## config.mk

```make
export PLATFORM = sky130hd
export DESIGN_NAME = quad_alu
export DESIGN_NICKNAME = d
export VERILOG_FILES = /design/src/rtl/quad_alu_pkg.sv /design/src/rtl/quad_alu_control.sv /design/src/rtl/quad_alu_datapath.sv /design/src/rtl/quad_alu.sv
export SDC_FILE = /design/constraint.sdc
export NUM_CORES = 1
export LEC_CHECK = 0
export CAP_MARGIN = 0
export CORE_AREA = 10 10 47 49
export DETAILED_ROUTE_END_ITERATION = 7
export DIE_AREA = 0 0 57 59
export PLACE_DENSITY_LB_ADDON = 0.12
export SLEW_MARGIN = 30
export SYNTH_ARGS = -nofsm -noshare
export SYNTH_HDL_FRONTEND = slang
export SYNTH_HIERARCHICAL = 1
export SYNTH_SLANG_ARGS = --single-unit
```

## constraint.sdc

```tcl
create_clock -name vclk -period 3.6
set_clock_uncertainty 0.1 [all_clocks]
set_input_delay 0.36 -clock vclk [all_inputs]
set_output_delay 0.36 -clock vclk [all_outputs]
set_load 0.1 [all_outputs]
```

## src/rtl/quad_alu_pkg.sv

```systemverilog
package quad_alu_pkg;
  typedef enum logic [1:0] {X_A = 2'd0, X_AORB = 2'd1, X_AORNB = 2'd2, X_ONES = 2'd3} xsel_e;
  typedef enum logic [1:0] {Y_ZERO = 2'd0, Y_ANDNB = 2'd1, Y_AND = 2'd2, Y_A = 2'd3} ysel_e;

  typedef struct packed {
    xsel_e xSel;
    ysel_e ySel;
    logic  carryBlock;
    logic  carryIn;
  } aluCtrl_t;
endpackage

```

## src/rtl/quad_alu_control.sv

```systemverilog
module quad_alu_control
  import quad_alu_pkg::*;
(
  input  logic [3:0] funcSel,
  input  logic       logicMode,
  input  logic       carryInN,
  output aluCtrl_t   ctrl
);
  always_comb begin
    ctrl.xSel       = xsel_e'(funcSel[1:0]);
    ctrl.ySel       = ysel_e'(funcSel[3:2]);
    ctrl.carryBlock = logicMode;
    ctrl.carryIn    = ~carryInN;
  end
endmodule

```

## src/rtl/quad_alu_datapath.sv

```systemverilog
module quad_alu_datapath
  import quad_alu_pkg::*;
#(
  parameter int WIDTH = 4
) (
  input  logic [WIDTH-1:0] opA,
  input  logic [WIDTH-1:0] opB,
  input  aluCtrl_t         ctrl,
  output logic [WIDTH-1:0] result,
  output logic             carryOut,
  output logic             grpGen,
  output logic             grpProp
);
  localparam int LAST = WIDTH - 1;

  logic [LAST:0] xTerm, yTerm, gen, prop, halfSum, carryVec;

  for (genvar i = 0; i < WIDTH; i++) begin : g_bit
    assign xTerm[i] = (ctrl.xSel == X_A)    ? opA[i] :
                      (ctrl.xSel == X_AORB) ? (opA[i] | opB[i]) :
                      (ctrl.xSel == X_AORNB) ? (opA[i] | ~opB[i]) : 1'b1;
    assign yTerm[i] = (ctrl.ySel == Y_ZERO)  ? 1'b0 :
                      (ctrl.ySel == Y_ANDNB) ? (opA[i] & ~opB[i]) :
                      (ctrl.ySel == Y_AND)   ? (opA[i] & opB[i]) : opA[i];
    assign gen[i]     = xTerm[i] & yTerm[i];
    assign prop[i]    = xTerm[i] | yTerm[i];
    assign halfSum[i] = prop[i] & ~gen[i];
    // blocking the carry forces every sum bit to the inverted half sum
    assign result[i]  = halfSum[i] ^ (ctrl.carryBlock | carryVec[i]);
  end

  always_comb begin
    logic c, gAcc, pAcc;
    c    = ctrl.carryIn;
    gAcc = 1'b0;
    pAcc = 1'b1;
    for (int i = 0; i < WIDTH; i++) begin
      carryVec[i] = c;
      c    = gen[i] | (prop[i] & c);
      gAcc = gen[i] | (prop[i] & gAcc);
      pAcc = pAcc & prop[i];
    end
    carryOut = c;
    grpGen   = gAcc;
    grpProp  = pAcc;
  end
endmodule

```

## src/rtl/quad_alu.sv

```systemverilog
module quad_alu
  import quad_alu_pkg::*;
#(
  parameter int WIDTH = 4
) (
  input  logic [WIDTH-1:0] opA,
  input  logic [WIDTH-1:0] opB,
  input  logic [3:0]       funcSel,
  input  logic             logicMode,
  input  logic             carryInN,
  output logic [WIDTH-1:0] result,
  output logic             carryOutN,
  output logic             grpGenN,
  output logic             grpPropN,
  output logic             allOnes
);
  aluCtrl_t ctrl;
  logic carryOut, grpGen, grpProp;

  quad_alu_control u_ctrl (
    .funcSel(funcSel), .logicMode(logicMode), .carryInN(carryInN), .ctrl(ctrl)
  );

  quad_alu_datapath #(.WIDTH(WIDTH)) u_dp (
    .opA(opA), .opB(opB), .ctrl(ctrl), .result(result),
    .carryOut(carryOut), .grpGen(grpGen), .grpProp(grpProp)
  );

  assign carryOutN = ~carryOut;
  assign grpGenN   = ~grpGen;
  assign grpPropN  = ~grpProp;
  assign allOnes   = &result;
endmodule

```

---- Word-level counts from Yosys, hierarchy flattened ----
Cells that the tools add are included.
storage, ports and cells
  output and inout port bits .............. 8
  memory bits (read-only) ................. 0
  register bits after elaboration ......... 0
  memory bits (writable) .................. 0
  input bits .............................. 14
  latch bits .............................. 0
  memories ................................ 0
operators by class
  magnitude comparators ................... 0
  equality and inequality tests ........... 4
  bitwise operators ....................... 65
  shift-type cells ........................ 0
  add/subtract/negate cells ............... 0
  $mul .................................... 0
  mux-type cells .......................... 24
  div/mod/pow operators ................... 0
  reductions and logical operators ........ 3
operators by type and width
  cell                  count
  $and A1 B1 Y1         26
  $mux W1               24
  $or A1 B1 Y1          23
  $not A1 Y1            12
  $eq A2 B1 Y1 const B  2
  $eq A2 B2 Y1 const B  2
  $logic_not A2 Y1      2
  $reduce_and A4 Y1     1
  $xor A1 B1 Y1         4

---- Depth between registers and ports, before layout ----
  depth in word-level cells ............... 15
  depth in mapped cells ................... 10
  depth with buffers taken out ............ 9

---- Modules after synthesis ----
Netlist, hierarchy kept.
modules (own cells, without submodules)
  module             area each (µm²)  times used  cells each
  quad_alu_datapath  387.9            1           54
  quad_alu_control   41.3             1           6
  quad_alu           20.0             1           4

---- Least setup slack after synthesis ----
OpenSTA, ideal clock, no wires.
  path kind ............................... input to output
  start ................................... input port funcSel[1]
  end ..................................... output port allOnes
  path buffers ............................ 1
  cell stages on the path ................. 10
  data arrival time ....................... 4.004 ns
  required time ........................... 3.140 ns
  path slack .............................. -0.864 ns
  cells stage by stage .................... buf_4 > nor2b_1 > a211o_1 > inv_1 > ha_1 > nand2b_1 > a221oi_2 > nor3_1 > xnor2_1 > and4_1
between the ends
  word-level cells in the longest chain between the ends .. 14
  elaborated cells on any way between the ends .. 45
  those cells by class .................... eq/ne: 2; mux: 12; bitwise: 29; reduce/logical: 2
ends and longest elaborated chain
  what                 line                     RTL
  start, declared      quad_alu.sv:8            input logic [3:0] funcSel,
  $eq A2 B2 Y1         quad_alu_datapath.sv:21  (ctrl.xSel == X_AORNB) ? (opA[i] | ~opB[i]) : 1'b1;
  $mux W1              quad_alu_datapath.sv:21
  $mux W1              quad_alu_datapath.sv:20  (ctrl.xSel == X_AORB) ? (opA[i] | opB[i]) :
  $mux W1              quad_alu_datapath.sv:19  assign xTerm[i] = (ctrl.xSel == X_A) ? opA[i] :
  $or A1 B1 Y1         quad_alu_datapath.sv:26  assign prop[i] = xTerm[i] | yTerm[i];
  $and A1 B1 Y1        quad_alu_datapath.sv:39  c = gen[i] | (prop[i] & c);
  $or A1 B1 Y1         quad_alu_datapath.sv:39
  $and A1 B1 Y1        quad_alu_datapath.sv:39
  $or A1 B1 Y1         quad_alu_datapath.sv:39
  $and A1 B1 Y1        quad_alu_datapath.sv:39
  $or A1 B1 Y1         quad_alu_datapath.sv:39
  $or A1 B1 Y1         quad_alu_datapath.sv:29  assign result[i] = halfSum[i] ^ (ctrl.carryBlock | carryVec[i]);
  $xor A1 B1 Y1 *      quad_alu_datapath.sv:29
  named net result[3]  quad_alu.sv:11           output logic [WIDTH-1:0] result,
  $reduce_and A4 Y1 *  quad_alu.sv:32           assign allOnes = &result;
  end, declared        quad_alu.sv:15           output logic allOnes
Mark *: on every way through the listed nets, which the timed path passes. The rest lies on a longest branch.

---- Worst setup path after layout ----
  start ................................... input port funcSel[1]
  end ..................................... output port allOnes
between the ends
  word-level cells in the longest chain between the ends .. 14
  elaborated cells on any way between the ends .. 45
  those cells by class .................... eq/ne: 2; mux: 12; bitwise: 29; reduce/logical: 2
ends and longest elaborated chain
  what                 line
  $eq A2 B2 Y1         quad_alu_datapath.sv:21
  $mux W1              quad_alu_datapath.sv:21
  $mux W1              quad_alu_datapath.sv:20
  $mux W1              quad_alu_datapath.sv:19
  $or A1 B1 Y1         quad_alu_datapath.sv:26
  $and A1 B1 Y1        quad_alu_datapath.sv:39
  $or A1 B1 Y1         quad_alu_datapath.sv:39
  $and A1 B1 Y1        quad_alu_datapath.sv:39
  $or A1 B1 Y1         quad_alu_datapath.sv:39
  $and A1 B1 Y1        quad_alu_datapath.sv:39
  $or A1 B1 Y1         quad_alu_datapath.sv:39
  $or A1 B1 Y1         quad_alu_datapath.sv:29
  $xor A1 B1 Y1        quad_alu_datapath.sv:29
  $reduce_and A4 Y1 *  quad_alu.sv:32
Every way passes the cells marked *; elsewhere a longest branch is shown, timed or not.

==> impl_metrics.json <==
{
  "outcome": "completed",
  "post_cts_buffers": 0,
  "vias": 449,
  "vias_per_cell": 4.58,
  "track_usage_pct": 5.58,
  "core_um2": 1400,
  "io_pins": 22,
  "synth.top_cell.area_share_pct": 22.3,
  "cap_violations": 0,
  "grt_max_degree": 5,
  "antenna_found_initial": 0,
  "final_area_um2": 742,
  "irDropWorstVdd_v": 0.000203,
  "initial_core_util_pct": 32.1,
  "crit_required_ns": 3.14,
  "grt_pass1_vias": 404,
  "min_path_cells": 5,
  "crit_buf_inv": 3,
  "final-max-slew-violation-count": 0,
  "hpwlAfterDp_um": 1030,
  "nets": 106,
  "power_density_nw_per_um2": 349,
  "power_frac_comb_pct": 100.0,
  "rsz0062_at_grt": "false",
  "layout-drive-gt1-share_pct": 23.2,
  "design.seq.count": 0,
  "finalWeightedCongestion": 0.809,
  "min_period_ns": 3.20,
  "hold_buffers": 0,
  "cp.depth": 11,
  "crit_path_max_incr_delay_ns": 0.51,
  "hold_path_class": "input pin to primary output",
  "worst-path-max-fanout": 4,
  "routed_wl_um": 1080,
  "critPathTopFamily": "buffers and inverters",
  "portBuffers": 22,
  "dr.pass1.iters": 4,
  "postSynthCellCount": 64,
  "hold_viol": 0,
  "setup_tns_ns": 0,
  "ant_nets": 0,
  "crit_arrival_ns": 2.74,
  "ys_seq_area_share_pct": 0,
  "rows": 14,
  "seq_area_um2": 0,
  "cp-end-kind": "primary output",
  "antenna_cells": 0,
  "wire_per_inst_um": 11.0,
  "internal_power_mw": 0.0927,
  "syn_area_per_cell_um2": 7.02,
  "place_area_um2": 742,
  "synth_top_area_cell": "ha_1",
  "yosys_warnings": 6,
  "criticalPathCategory": "input pin to primary output",
  "synth_area_leaders": "ha_1, inv_1, mux2_2",
  "synth_cell_type_count": 20,
  "syn_area_um2": 449,
  "die_h_um": 59,
  "power_frac_seq_pct": 0,
  "critPathLaunchType": "input pin",
  "synth_fp_nets": 86,
  "switching_power_mw": 0.166,
  "drcViolationCount": 0,
  "drtIter0Drc": 2,
  "grt_pass1_wl_um": 1700,
  "die_area_um2": 3360,
  "clock_power_share_pct": 0,
  "slowest_stage": "clkdlybuf4s50_1",
  "crit_chain": "clkdlybuf4s50_1 -> nor2b_1 -> a211o_1 -> inv_1 -> ha_1 -> and2b_2 -> nor2_1 -> o21ai_0 -> xor2_4 -> and4_1 -> buf_12",
  "setup_viol": 0,
  "cts_resized": 0,
  "power.leakage_nw": 0.368,
  "fmax_mhz": 313,
  "slew_headroom_pct": 65.9,
  "tightest_slew_ns": 0.506,
  "die_w_um": 57,
  "grt_overflow": 0,
  "fin_crit_sh_pct": 88.8,
  "syn2layout_area_growth_pct": 65.2,
  "swShare_pct": 64.2,
  "clockBufferCount": 0
}
cell usage in the layout (no fill, tap or decap):
master,count
a211o_1,3
a211oi_1,1
a21oi_1,1
a221oi_2,1
and2b_2,1
and4_1,1
buf_12,4
buf_4,5
clkdlybuf4s50_1,14
ha_1,8
inv_1,13
mux2_2,4
nand2_1,4
nand2b_1,2
nor2_1,6
nor2b_1,4
nor3_1,2
nor4_1,1
o21ai_0,1
o21bai_1,2
xnor2_2,2
xnor2_4,1
xor2_4,1
final timing paths:
check                  start         to  slack, ns
hold / removal      carryInN  result[0]       1.53
setup / recovery  funcSel[1]    allOnes       0.40
layer usage:
| metal | part of all wire, % | GRT usage, % | wire, um | up-vias |
|---|---|---|---|---|
| li1 | - | - | - | 239 |
| met1 | 47 | 7.49 | 509 | 200 |
| met2 | 48 | 9.77 | 519 | 10 |
| met3 | 4.3 | 0.644 | 46 | 0 |
| met4 | 0 | 0 | 0 | 0 |
| met5 | 0 | 0 | 0 | - |
Yosys cell counts:
cell      instances
a221oi_2          1
mux2_2            4
inv_1            13
nor2_1            6
xnor2_1           3
and4_1            1
buf_4             5
a211oi_1          1
ha_1              8
nand2_1           4
nor3_1            2
nand2b_1          2
a21oi_1           1
a211o_1           3
xor2_1            1
nor2b_1           4
and2b_2           1
o21ai_0           1
o21bai_1          2
nor4_1            1
power by group through the flow:
stage               registers, mW  clock network [mW]  logic [mW]
global placement                0                   0       0.261
global route                    0                   0       0.271
floorplan                       0                   0       0.187
CTS                             0                   0       0.262
detailed placement              0                   0       0.262
finish                          0                   0       0.259
cell families (layout without fill, tap and decap cells):
kind of cell / Yosys count / count (layout) / share of synthesized area (%)
adders and majority gates: 8 / 8 / 22.3
muxes: 4 / 4 / 10.0
buffers and inverters: 18 / 36 / 19.2
and+or+nand+nor: 21 / 21 / 24.2
AOI/OAI and AO/OA: 9 / 9 / 16.4
xor gates and xnor gates: 4 / 4 / 7.80
final cells by class:
class              count  area, um^2
multi-input cells     46         415
inverters             13        48.8
well taps             16        20.0
fillers              152         659
repair buffers        23         258
metrics by stage:
| step | setup WS, ns | power, mW | hold WS (ns) | util [%] | std cells |
|---|---|---|---|---|---|
| finish | 0.403 | 0.259 | 1.53 | 52.9 | 98 |
| global route | 0.288 | 0.271 | 1.58 | 52.9 | 98 |
| CTS | 0.382 | 0.262 | 1.54 | 52.9 | 98 |
| detailed placement | 0.382 | 0.262 | 1.54 | 52.9 | 98 |
| global placement | 0.434 | 0.261 | 1.54 | 52.9 | 98 |
| floorplan | 0.00212 | 0.187 | 1.10 | - | 64 |
worst min-delay path: cells and delay by family:
family                    cells  cell delay, ns
buffers and inverters         3            0.70
xor gates and xnor gates      1            0.13
and+or+nand+nor               1            0.07
Note: power is estimated with default switching activity, not from simulation.
